$ cat config.mk
export PLATFORM = sky130hd
export DESIGN_NAME = spi_xcvr
export DESIGN_NICKNAME = d
export VERILOG_FILES = /design/src/rtl/spi_xcvr_pkg.sv /design/src/rtl/spi_xcvr_sync.sv /design/src/rtl/spi_xcvr_clkgen.sv /design/src/rtl/spi_xcvr_shifter.sv /design/src/rtl/spi_xcvr.sv
export SDC_FILE = /design/constraint.sdc
export NUM_CORES = 1
export LEC_CHECK = 0
export ABC_AREA = 0
export CAP_MARGIN = 5
export CORE_MARGIN = 1.5
export CORE_UTILIZATION = 45
export CTS_CLUSTER_DIAMETER = 120
export CTS_CLUSTER_SIZE = 8
export DETAILED_ROUTE_END_ITERATION = 10
export MAX_ROUTING_LAYER = met4
export PLACE_DENSITY = 0.67
export SYNTH_ARGS = -nofsm -noshare
export SYNTH_HDL_FRONTEND = slang
export SYNTH_SLANG_ARGS = --single-unit
export TNS_END_PERCENT = 10
$ cat constraint.sdc
create_clock -name clk -period 2.5 [get_ports clk]
set_clock_uncertainty 0.05 [all_clocks]
set_input_delay 0.5 -clock clk [delete_from_list [all_inputs] [get_ports clk]]
set_output_delay 0.5 -clock clk [all_outputs]
set_load 0.005 [all_outputs]
$ cat src/rtl/spi_xcvr_pkg.sv
package spi_xcvr_pkg;

  localparam int RATE_W = 2;

  // half period of the generated serial clock, in system cycles
  function automatic int half_cycles(input logic [RATE_W-1:0] rate, input logic dbl);
    int e;
    case (rate)
      2'd0:    e = 1;
      2'd1:    e = 3;
      2'd2:    e = 5;
      default: e = 6;
    endcase
    return 1 << (e - int'(dbl));
  endfunction

endpackage

$ cat src/rtl/spi_xcvr_sync.sv
module spi_xcvr_sync #(
  parameter int W = 3,
  parameter int STAGES = 2,
  parameter logic [W-1:0] RST_VAL = '0
) (
  input  logic         clk,
  input  logic         rst,
  input  logic [W-1:0] d,
  output logic [W-1:0] q
);

  logic [W-1:0] stg [STAGES];

  for (genvar g = 0; g < STAGES; g++) begin : g_stage
    always_ff @(posedge clk) begin
      if (rst) begin
        stg[g] <= RST_VAL;
      end else begin
        if (g == 0) stg[g] <= d;
        else        stg[g] <= stg[(g == 0) ? 0 : g-1];
      end
    end
  end

  assign q = stg[STAGES-1];

endmodule

$ cat src/rtl/spi_xcvr_clkgen.sv
module spi_xcvr_clkgen
  import spi_xcvr_pkg::*;
#(
  parameter int DATA_W = 8,
  parameter int HALF_W = 7
) (
  input  logic              clk,
  input  logic              rst,
  input  logic              start,
  input  logic              abort,
  input  logic [RATE_W-1:0] rate,
  input  logic              dbl,
  output logic              busy,
  output logic              phase,
  output logic              lead,
  output logic              trail,
  output logic              last
);

  localparam int EDGES = 2 * DATA_W;
  localparam int EW    = $clog2(EDGES);

  logic [HALF_W-1:0] cnt_q;
  logic [EW-1:0]     edge_q;
  logic              busy_q, phase_q;
  logic [HALF_W-1:0] reload;
  logic              tick;

  assign reload = HALF_W'(half_cycles(rate, dbl) - 1);
  assign tick   = busy_q && (cnt_q == '0);

  always_ff @(posedge clk) begin
    if (rst || abort) begin
      busy_q  <= 1'b0;
      phase_q <= 1'b0;
      cnt_q   <= '0;
      edge_q  <= '0;
    end else if (start && !busy_q) begin
      busy_q  <= 1'b1;
      phase_q <= 1'b0;
      cnt_q   <= reload;
      edge_q  <= '0;
    end else if (tick) begin
      phase_q <= ~phase_q;
      cnt_q   <= reload;
      edge_q  <= edge_q + 1'b1;
      if (edge_q == EW'(EDGES - 1)) busy_q <= 1'b0;
    end else if (busy_q) begin
      cnt_q <= cnt_q - 1'b1;
    end
  end

  assign busy  = busy_q;
  assign phase = phase_q;
  assign lead  = tick && !phase_q;
  assign trail = tick && phase_q;
  assign last  = tick && (edge_q == EW'(EDGES - 1));

endmodule

$ cat src/rtl/spi_xcvr_shifter.sv
module spi_xcvr_shifter #(
  parameter int DATA_W = 8
) (
  input  logic              clk,
  input  logic              rst,
  input  logic              load,
  input  logic [DATA_W-1:0] load_data,
  input  logic              load_present,
  input  logic              present,
  input  logic              sample,
  input  logic              din,
  input  logic              lsb_first,
  input  logic              clr,
  output logic              dout,
  output logic [DATA_W-1:0] rx_now,
  output logic              last_sample
);

  localparam int CW = (DATA_W > 1) ? $clog2(DATA_W) : 1;

  logic [DATA_W-1:0] tsr_q, rsr_q, rsr_next;
  logic [CW-1:0]     cnt_q;
  logic              dout_q;

  function automatic logic head(input logic [DATA_W-1:0] x, input logic lsb);
    return lsb ? x[0] : x[DATA_W-1];
  endfunction

  function automatic logic [DATA_W-1:0] adv(input logic [DATA_W-1:0] x, input logic lsb);
    return lsb ? {1'b0, x[DATA_W-1:1]} : {x[DATA_W-2:0], 1'b0};
  endfunction

  assign rsr_next = lsb_first ? {din, rsr_q[DATA_W-1:1]} : {rsr_q[DATA_W-2:0], din};

  always_ff @(posedge clk) begin
    if (rst) begin
      tsr_q  <= '0;
      dout_q <= 1'b0;
    end else if (load) begin
      if (load_present) begin
        dout_q <= head(load_data, lsb_first);
        tsr_q  <= adv(load_data, lsb_first);
      end else begin
        tsr_q  <= load_data;
      end
    end else if (present) begin
      dout_q <= head(tsr_q, lsb_first);
      tsr_q  <= adv(tsr_q, lsb_first);
    end
  end

  always_ff @(posedge clk) begin
    if (rst) begin
      rsr_q <= '0;
      cnt_q <= '0;
    end else begin
      if (sample) rsr_q <= rsr_next;
      if (load || clr)    cnt_q <= '0;
      else if (sample)    cnt_q <= (cnt_q == CW'(DATA_W - 1)) ? '0 : cnt_q + 1'b1;
    end
  end

  assign dout        = dout_q;
  assign rx_now      = sample ? rsr_next : rsr_q;
  assign last_sample = sample && (cnt_q == CW'(DATA_W - 1));

endmodule

$ cat src/rtl/spi_xcvr.sv
module spi_xcvr
  import spi_xcvr_pkg::*;
#(
  parameter int DATA_W      = 8,
  parameter int HALF_W      = 7,
  parameter int SYNC_STAGES = 2
) (
  input  logic              clk,
  input  logic              rst,
  input  logic              cfg_wr,
  input  logic              cfg_master,
  input  logic              cfg_lsb_first,
  input  logic              cfg_cpol,
  input  logic              cfg_cpha,
  input  logic [RATE_W-1:0] cfg_rate,
  input  logic              cfg_dbl,
  input  logic              tx_wr,
  input  logic [DATA_W-1:0] tx_data,
  input  logic              done_clr,
  output logic [DATA_W-1:0] rx_data,
  output logic              done_o,
  output logic              is_master,
  output logic              busy_o,
  output logic              sck_o,
  output logic              sck_oe,
  output logic              mosi_o,
  output logic              mosi_oe,
  input  logic              miso_i,
  output logic              miso_o,
  output logic              miso_oe,
  input  logic              sck_i,
  input  logic              mosi_i,
  input  logic              ss_n_i
);

  // configuration
  logic              master_q, lsb_q, cpol_q, cpha_q, dbl_q;
  logic [RATE_W-1:0] rate_q;

  // synchronised external inputs: {ss, mosi, sck}
  logic [2:0] pins_s;
  logic       sck_s, mosi_s, ss_s;
  logic       sck_prev_q, ss_prev_q;

  // edge generator and shifter interface
  logic m_busy, m_phase, m_lead, m_trail, m_last;
  logic s_act, s_lead, s_trail, ss_fall;
  logic fault, m_start, sh_load, sh_load_pres, sh_present, sh_sample, sh_din;
  logic sh_dout, sh_last;
  logic [DATA_W-1:0] sh_rx;
  logic fin, done_set;
  logic done_q;
  logic [DATA_W-1:0] rx_q;

  spi_xcvr_sync #(.W(3), .STAGES(SYNC_STAGES), .RST_VAL(3'b100)) sync_i (
    .clk (clk),
    .rst (rst),
    .d   ({ss_n_i, mosi_i, sck_i}),
    .q   (pins_s)
  );
  assign sck_s  = pins_s[0];
  assign mosi_s = pins_s[1];
  assign ss_s   = pins_s[2];

  assign fault = master_q && !ss_s;

  always_ff @(posedge clk) begin
    if (rst) begin
      master_q <= 1'b0;
      lsb_q    <= 1'b0;
      cpol_q   <= 1'b0;
      cpha_q   <= 1'b0;
      rate_q   <= '0;
      dbl_q    <= 1'b0;
    end else begin
      if (cfg_wr) begin
        lsb_q    <= cfg_lsb_first;
        cpol_q   <= cfg_cpol;
        cpha_q   <= cfg_cpha;
        rate_q   <= cfg_rate;
        dbl_q    <= cfg_dbl;
      end
      if (fault)       master_q <= 1'b0;
      else if (cfg_wr) master_q <= cfg_master;
    end
  end

  always_ff @(posedge clk) begin
    if (rst) begin
      sck_prev_q <= 1'b0;
      ss_prev_q  <= 1'b1;
    end else begin
      sck_prev_q <= sck_s;
      ss_prev_q  <= ss_s;
    end
  end

  // driven-role edge detection relative to the resting level
  assign s_act   = !master_q && !ss_s;
  assign s_lead  = s_act && (sck_s ^ cpol_q) && !(sck_prev_q ^ cpol_q);
  assign s_trail = s_act && !(sck_s ^ cpol_q) && (sck_prev_q ^ cpol_q);
  assign ss_fall = !master_q && ss_prev_q && !ss_s;

  assign m_start = master_q && tx_wr && !m_busy && !fault;

  spi_xcvr_clkgen #(.DATA_W(DATA_W), .HALF_W(HALF_W)) clkgen_i (
    .clk   (clk),
    .rst   (rst),
    .start (m_start),
    .abort (fault || !master_q),
    .rate  (rate_q),
    .dbl   (dbl_q),
    .busy  (m_busy),
    .phase (m_phase),
    .lead  (m_lead),
    .trail (m_trail),
    .last  (m_last)
  );

  assign sh_load      = m_start || (!master_q && tx_wr && ss_s);
  assign sh_load_pres = m_start && !cpha_q;
  assign sh_present   = master_q ? (cpha_q ? m_lead : m_trail)
                                 : ((cpha_q ? s_lead : s_trail) || (ss_fall && !cpha_q));
  assign sh_sample    = master_q ? (cpha_q ? m_trail : m_lead)
                                 : (cpha_q ? s_trail : s_lead);
  assign sh_din       = master_q ? miso_i : mosi_s;

  spi_xcvr_shifter #(.DATA_W(DATA_W)) shifter_i (
    .clk          (clk),
    .rst          (rst),
    .load         (sh_load),
    .load_data    (tx_data),
    .load_present (sh_load_pres),
    .present      (sh_present),
    .sample       (sh_sample),
    .din          (sh_din),
    .lsb_first    (lsb_q),
    .clr          (!master_q && ss_s),
    .dout         (sh_dout),
    .rx_now       (sh_rx),
    .last_sample  (sh_last)
  );

  assign fin      = (master_q && m_last) || (!master_q && sh_last);
  assign done_set = fin || fault;

  always_ff @(posedge clk) begin
    if (rst) begin
      done_q <= 1'b0;
      rx_q   <= '0;
    end else begin
      if (fin) rx_q <= sh_rx;
      if (done_set)                done_q <= 1'b1;
      else if (tx_wr || done_clr)  done_q <= 1'b0;
    end
  end

  assign rx_data   = rx_q;
  assign done_o    = done_q;
  assign is_master = master_q;
  assign busy_o    = m_busy;
  assign sck_o     = cpol_q ^ m_phase;
  assign sck_oe    = master_q;
  assign mosi_o    = sh_dout;
  assign mosi_oe   = master_q;
  assign miso_o    = sh_dout;
  assign miso_oe   = s_act;

endmodule

Yosys cells after proc, flatten, opt, wreduce, memory -nomap -nowiden --
Memories as Yosys holds them, arrays and structs flattened. Index checks and enable logic that the tools add are counted.
Word-level totals: output and inout bits 17, bits in writable memories 6, memories 1, register bits 51
Operators by class: bitwise logic cells 6, $add $sub $neg 5, multiplexer cells 34, shifts and indexed selects 1, eq/ne operators 5, reduce and logical (&&, ||, !) cells 52
Memories:
- sync_i.stg | depth 2, width 3, read ports 2, clocked after memory_dff 0, wr ports 2, line spi_xcvr_sync.sv:12 | logic [W-1:0] stg [STAGES];
Operator list (count):
- $mux W8 | 7
- $shl A1 B32 Y7 const A | 1
- $logic_and A1 B1 Y1 | 24
- $mux W7 | 3
- $mux W1 | 20
- $mux W3 | 3
- $pmux W3 S3 | 1
- $logic_not A1 Y1 | 8
- $logic_or A1 B1 Y1 | 8
- $reduce_bool A2 Y1 | 4
- $logic_not A7 Y1 | 1
- $sub A7 B1 Y7 const B | 1
- $sub A7 B2 Y7 const B | 1
- $reduce_or A2 Y1 | 3
- $add A4 B1 Y4 const B | 1
- $eq A4 B4 Y1 const B | 1
- $reduce_and A2 Y1 | 2
- $sub A3 B1 Y4 | 1
- $add A3 B1 Y3 const B | 1
- $eq A3 B3 Y1 const B | 1
- $reduce_bool A3 Y1 | 1
- $xor A1 B1 Y1 | 3
- $eq A2 B1 Y1 const B | 1
- $eq A2 B2 Y1 const B | 1
- 4 further kinds | 5

Depth between registers and ports, before layout --
Gate-level depths: netlist (run 1). An unclocked memory read counts as a cell.
word-level depth 12, gate-level depth with buffers 10

By module --
A second synthesis (run 1) with hierarchy kept.
Unflattened totals: cell total of the unflattened synthesis 356, area, all modules 3178.0 um^2
By module, submodules not included:
- spi_xcvr_shifter | area an instance 1214.9 um^2, cells each 137, instances 1
- spi_xcvr_clkgen | area an instance 950.9 um^2, cells each 118, instances 1
- spi_xcvr | area an instance 854.6 um^2, cells each 89, instances 1
- spi_xcvr_sync | area an instance 157.7 um^2, cells each 12, instances 1

Worst setup path after synthesis (run 1) --
No wires, ideal clock.
path kind reg-to-reg, start register rate_q[0], end register clkgen_i.cnt_q[2], cell stages (with the launch flop) 11, path buffers 2, arrival time 1.804 ns, setup slack 0.559 ns, required time 2.363 ns, path through dfxtp_1 -> clkbuf_1 -> and2_1 -> ha_1 -> ha_1 -> clkbuf_1 -> nand2b_1 -> a21oi_1 -> a41oi_1 -> nor2_1 -> a211oi_1
On the way: word-level cells in the longest chain between the ends 7
Ends and longest elaborated chain:
- start: declaration | line spi_xcvr.sv:38 | logic [RATE_W-1:0] rate_q;
- start signal: assignment | line spi_xcvr.sv:80 | rate_q <= cfg_rate;
- $eq A2 B2 Y1, or another cell as far along | line spi_xcvr_pkg.sv:8 | case (rate)
- $pmux W3 S3 (*) | line spi_xcvr_pkg.sv:8
- $sub A3 B1 Y4 (*) | line spi_xcvr_pkg.sv:14 | return 1 << (e - int'(dbl));
- $shl A1 B32 Y7 (*) | line spi_xcvr_pkg.sv:14
- $sub A7 B2 Y7 (*) | line spi_xcvr_clkgen.sv:29 | assign reload = HALF_W'(half_cycles(rate, dbl) - 1);
- $mux W7 | line spi_xcvr_clkgen.sv:43 | end else if (tick) begin
- $mux W7 (*) | line spi_xcvr_clkgen.sv:38 | end else if (start && !busy_q) begin
- end signal: assignment | line spi_xcvr_clkgen.sv:41 | cnt_q <= reload;
- end signal: assignment | line spi_xcvr_clkgen.sv:45 | cnt_q <= reload;
- end signal: assignment | line spi_xcvr_clkgen.sv:49 | cnt_q <= cnt_q - 1'b1;
- end: declaration | line spi_xcvr_clkgen.sv:23 | logic [HALF_W-1:0] cnt_q;
Every way passes the cells marked *; elsewhere a longest branch is shown, timed or not. A chain may end at the register's enable or synchronous reset.

Final worst setup path (run 1) --
start register clkgen_i.cnt_q[0], end register clkgen_i.cnt_q[0]
On the way: word-level cells in the longest chain between the ends 4
Ends and longest elaborated chain (line):
- $sub A7 B1 Y7 or $logic_not A7 Y1 (tied branches) | spi_xcvr_clkgen.sv:49, spi_xcvr_clkgen.sv:30
- $mux W7 or $logic_and A1 B1 Y1 (tied branches) | spi_xcvr_clkgen.sv:48, spi_xcvr_clkgen.sv:30
- $mux W7 | spi_xcvr_clkgen.sv:43
- $mux W7 | spi_xcvr_clkgen.sv:38
Several ways; a longest one is shown, not always the timed one. The select of a mux whose other input is x is not followed.

==> results of run 1 <==
## metrics by stage
stage	setup WS (ns)	instance area (sq um)	instances	utilization (%)	hold WS [ns]
3_5_place_dp	0.1926	3377	425	53.18	0.3456
2_1_floorplan	0.5585	2958	326	-	0.3395
4_1_cts	0.3393	3550	441	55.90	0.3631
5_1_grt	0.1432	3550	441	55.90	0.3752
3_3_place_gp	0.2805	3377	425	53.18	0.3462
6_report	0.3598	3550	441	55.90	0.3595
## sequential cells by signal, indices dropped and copies added, names as in the netlist
register         count
clkgen_i.edge_q      4
rx_data              8
is_master            1
shifter_i.rsr_q      8
shifter_i.tsr_q      8
clkgen_i.cnt_q       7
shifter_i.cnt_q      3
shifter_i.dout       1
clkgen_i.busy        1
lsb_q                1
sync_i.stg           6
done_o               1
rate_q               2
cpol_q               1
sck_prev_q           1
cpha_q               1
clkgen_i.phase       1
dbl_q                1
ss_prev_q            1
## power by group through the flow
stage                     logic, W  registers [W]  clock network, W
after floorplan           0.000147       0.000962                 0
after global placement    0.000205       0.000978                 0
after detailed placement  0.000207       0.000979                 0
after CTS                 0.000209       0.000958          0.000775
after global routing      0.000227       0.000962          0.000812
final                     0.000207       0.000959          0.000746
## routing by layer
layer	global-route usage, %	routed length [um]
met1	23.11	2904
met3	5.935	234
met2	28.80	2830
met4	5.812	57
met5	-	0
## synth_stat cells, types with 2 or more instances
cell | instances | area, sq um
mux2i_1 | 25 | 250.2
and3b_1 | 2 | 17.52
a31oi_1 | 7 | 43.79
nor3_1 | 6 | 30.03
buf_2 | 4 | 20.02
nand2b_1 | 2 | 12.51
or2_2 | 3 | 18.77
nand3b_1 | 4 | 30.03
a31o_2 | 2 | 17.52
and2_1 | 2 | 12.51
o211ai_1 | 7 | 52.55
buf_4 | 6 | 45.04
nand3_1 | 4 | 20.02
xor2_1 | 6 | 52.55
inv_1 | 10 | 37.54
dfxtp_1 | 57 | 1141
and3_1 | 4 | 25.02
nand4_1 | 2 | 12.51
nor2_1 | 32 | 120.1
xnor2_1 | 9 | 78.83
buf_6 | 2 | 22.52
o22ai_1 | 7 | 43.79
a21oi_1 | 8 | 40.04
nor3b_1 | 3 | 22.52
clkbuf_1 | 11 | 41.29
nor4b_1 | 2 | 17.52
mux2_2 | 16 | 180.2
buf_1 | 3 | 11.26
o21ai_0 | 5 | 25.02
nand2_1 | 33 | 123.9
a211oi_1 | 8 | 60.06
a211oi_2 | 2 | 25.02
nor2b_1 | 7 | 43.79
ha_1 | 7 | 87.58
## worst max-delay path, delay by kind of cell (launching register included)
family | cells | cell delay, ns
AO/OA/AOI/OAI | 1 | 0.24
adder cells (fa/ha/maj) | 1 | 0.20
buffers and inverters | 1 | 0.08
flip-flops | 1 | 0.37
AND/OR/NAND/NOR | 4 | 1.12
## final cells by class
| cell class | instances | area, sq um | area share [%] |
|---|---|---|---|
| Clock buffer | 10 | 127.6 | 3.595 |
| Clock inverter | 6 | 45.04 | 1.269 |
| Sequential cell | 57 | 1141 | 32.15 |
| Timing Repair Buffer | 49 | 467.9 | 13.18 |
| Tap cell | 77 | 96.34 | 2.714 |
| Inverter | 10 | 37.54 | 1.057 |
| Multi-Input combinational cell | 232 | 1634 | 46.03 |
## cell families after synthesis
kind of cell               synth area share, %
AOI/OAI and AO/OA                        13.58
muxes                                    15.31
and+or+nand+nor                          18.95
DFF                                      38.58
adders and majority gates                2.961
buffers and inverters                    6.176
xor gates and xnor gates                 4.442
## final timing paths
path,start,slack [ns],end,cells past startpoint
max reg2reg,clkgen_i.cnt_q[0],0.36,clkgen_i.cnt_q[0],7
max,clkgen_i.cnt_q[0],0.36,clkgen_i.cnt_q[0],7
min reg2reg,sync_i.stg[0][2],0.36,sync_i.stg[1][2],1
min,sync_i.stg[0][2],0.36,sync_i.stg[1][2],1
==> qor.csv, run 1 <==
metric,value,unit
outcome,"finished, final reports clean",
initial DRC count,108,
Max Root-Sink Buffers,2,
DP HPWL,4.361,mm
worst-path cell chain,inv_1 -> ha_1 -> and3b_1 -> and2_1 -> nor2_1 -> nor3_1 -> a211oi_1,
Port Buffer Count,40,
ant diodes,0,
Reg power frac,50.1,%
Root Buffer,clkbuf_8,
post-DR wirelength/cell,13.67,um
pwr dens,538.7,nW/um^2
total routed wirelength,6.027,mm
Max Cap Violations,0,
Synth cell types,52,
Fmax achieved,467.2,MHz
slew margin rel.,51.05,%
post-route ant nets,0,
register area share after synthesis,38.58,%
Internal,0.001404,W
Layout Nets,390,
CP max FO,13,
fin crit share,85.61,%
Peak VDD IR,375.1,uV
Setup CP Type,flip-flop to flip-flop,
Ports,41,
clock sink count,57,
most frequent cells in the layout,"dfxtp_1 (57), clkdlybuf4s50_1 (40), nand2_1 (33)",
synthesis warning total,0,
Mapped Nets,357,
leakage power,1.272,nW
die area,7069,sq um
HP Class,flip-flop to flip-flop,
fraction of registers with async set/reset,0,%
first-pass GRT wire length,10.23,mm
TNS Setup,0,ns
Area Overhead vs Synth,20.01,%
# DRC,0,
Std-Cell Rows,29,
Pre-antenna DRT Iters,4,
Starting Density,46.58,%
switching power,0.0005077,W
Vias per Instance,5.345,
vias in the first global route,2253,
initial antenna violation count,0,
CTS tree,built,
Combinational Power Share,10.8,%
Die Wd,84.08,um
Worst-Margin Slew,0.7316,ns
Syn Area/Cell,9.073,sq um
core area,6350,sq um
RSZ-0062 raised after global routing,false,
post-CTS setup buffers,0,
Final setup violation count,0,
dominant synthesized flop cell,dfxtp_1,
Post-synth EDFFs,0,
Yosys reg bits,57,
Slowest Stage Delay on Critical Path,0.59,ns
pin count of the biggest net entering global routing,35,
"commonest non-fill, non-tap cell in the layout",dfxtp_1,
min Tclk post-route,2.140,ns
CP required,2.69,ns
share of cells above drive strength 1,14.29,%
cts bufs inserted,9,
synthesized instance count,326,
crit end category,flip-flop,
die height,84.08,um
GPL Wtd Cong,0.7854,
post-CTS sizing,0,
switch share,26.55,%
grt ovf,0,
# fillers,605,
Post-CTS Hold Buffers,0,
total track usage,18.60,%
routed vias,2357,
Worst-path clk slew,0.07,ns
Clock Latency Late Sink,0.33,ns
Syn Std Cell Area,2958,sq um
total power,0.001912,W
Clock power frac,39.0,%
"Slew Viols, Final",0,
H-tree Lvls,3,
Hold Fails Final Rpt,0,
Worst EP arrival,2.33,ns
"slowest stage cell, crit path",nor2_1,
crit start category,flip-flop,
Note: power is estimated with default switching activity, not from simulation.
==> run 2: changes to the inputs <==
- RECOVER_POWER: unset -> 100
==> run 2 against run 1 <==
Against the previous run:
- utilization is 0.32 points lower
- critical path type is now flip-flop to output port
- critical endpoint is now mosi_oe
- final area down 0.56%
- sequential power barely moved
==> qor.csv, run 2 (same netlist as run 1, synthesis figures left out) <==
metric,value,unit
outcome,"finished, final reports clean",
cell family with most CP delay,buffers and inverters,
Worst EP arrival,1.77,ns
"commonest non-fill, non-tap cell in the layout",dfxtp_1,
most frequent cells in the layout,"dfxtp_1 (57), nand2_1 (33), nor2_1 (32)",
Area Overhead vs Synth,19.33,%
die height,84.08,um
Root Buffer,clkbuf_8,
die area,7069,sq um
post-route ant nets,0,
total routed wirelength,6.000,mm
slew margin rel.,0.7200,%
"Slew Viols, Final",0,
ant diodes,0,
Max Root-Sink Buffers,2,
TNS Setup,0,ns
post-DR wirelength/cell,13.61,um
fin worst setup slack,0.1763,ns
crit end category,output port,
Post-CTS Hold Buffers,0,
routed vias,2363,
H-tree Lvls,3,
Starting Density,46.58,%
Final setup violation count,0,
Clock Latency Late Sink,0.34,ns
min Tclk post-route,2.324,ns
Port Buffer Count,40,
pwr dens,540.7,nW/um^2
initial DRC count,98,
Worst-Margin Slew,1.489,ns
worst-path cell chain,clkbuf_1 -> clkdlybuf4s50_1,
Std-Cell Rows,29,
Slowest Stage Delay on Critical Path,0.58,ns
CP bufs+invs,2,
Vias per Instance,5.358,
Setup CP Type,flip-flop to output port,
post-CTS setup buffers,0,
CP max FO,9,
initial antenna violation count,0,
share of cells above drive strength 1,12.64,%
Die Wd,84.08,um
cts bufs inserted,9,
Hold Fails Final Rpt,0,
Clock power frac,39.1,%
HP Class,flip-flop to flip-flop,
Worst-path clk slew,0.07,ns
fin crit share,92.95,%
dpl ws,0.1926,ns
DP HPWL,4.361,mm
Layout Nets,390,
switch share,26.58,%
vias in the first global route,2253,
Combinational Power Share,10.6,%
GPL Wtd Cong,0.7854,
clock sink count,57,
pin count of the biggest net entering global routing,35,
post-CTS sizing,0,
# DRC,0,
grt ovf,0,
leakage power,1.298,nW
CTS tree,built,
Internal,0.001401,W
first-pass GRT wire length,10.23,mm
"slowest stage cell, crit path",clkdlybuf4s50_1,
Pre-antenna DRT Iters,4,
CP required,1.95,ns
Reg power frac,50.2,%
Ports,41,
switching power,0.0005073,W
Max Cap Violations,0,
RSZ-0062 raised after global routing,false,
crit start category,flip-flop,
Peak VDD IR,375.1,uV
Fmax achieved,430.3,MHz
core area,6350,sq um
total track usage,18.60,%
## run 2: stage by stage
| stage | instances | hold WS (ns) | util (%) | total power, W | area, sq um |
|---|---|---|---|---|---|
| floorplan | 326 | 0.3395 | - | 0.001109 | 2958 |
| global placement | 425 | 0.3462 | 53.18 | 0.001183 | 3377 |
| detailed placement | 425 | 0.3456 | 53.18 | 0.001186 | 3377 |
| CTS | 441 | 0.3631 | 55.90 | 0.001942 | 3550 |
| global route | 441 | 0.3752 | 55.59 | 0.001997 | 3530 |
| finish | 441 | 0.3600 | 55.59 | 0.001909 | 3530 |
## run 2: layout make-up
type                            instances  area [sq um]
Inverter                               10         37.54
Fill cell                             610          2820
Clock inverter                          6         45.04
Timing Repair Buffer                   49         452.9
Multi-Input combinational cell        232          1629
Sequential cell                        57          1141
Clock buffer                           10         127.6
Tap cell                               77         96.34
## run 2: layer usage
layer / track usage (%) / wire (um) / up-vias
met2: 28.80 / 2837 / 34
li1: - / - / 1222
met5: - / 0 / -
met1: 23.11 / 2875 / 1102
met4: 5.812 / 80 / 0
met3: 5.935 / 206 / 5
## run 2: path summary, 6_finish.rpt
path                                   startpoint                to  slack (ns)  depth (start not counted)
worst max-delay path                    is_master           mosi_oe        0.18                          2
worst max register to register  clkgen_i.cnt_q[2]        rx_data[1]        0.31                          5
worst min-delay path             sync_i.stg[0][2]  sync_i.stg[1][2]        0.36                          1
worst min register to register   sync_i.stg[0][2]  sync_i.stg[1][2]        0.36                          1
## run 2: power by group through the flow
stage | Clock, W | Sequential, W | Combinational, W
floorplan | 0 | 0.000962 | 0.000147
global placement | 0 | 0.000978 | 0.000205
detailed placement | 0 | 0.000979 | 0.000207
CTS | 0.000775 | 0.000958 | 0.000209
global route | 0.000812 | 0.000962 | 0.000223
finish | 0.000747 | 0.000959 | 0.000203
## run 2: worst register-to-register path, cell delays in order, from the launching register on
cell	delay (ns)
dfxtp_1	0.35
nor4_2	0.45
and2_0	0.32
a32o_1	0.50
nand2_1	0.25
o22ai_1	0.20
==> run 3: changes to the inputs <==
- GPL_ROUTABILITY_DRIVEN: unset -> 0
==> results of run 3 <==
Same layout as run 2: the final DEF is identical, and so are final timing and power.
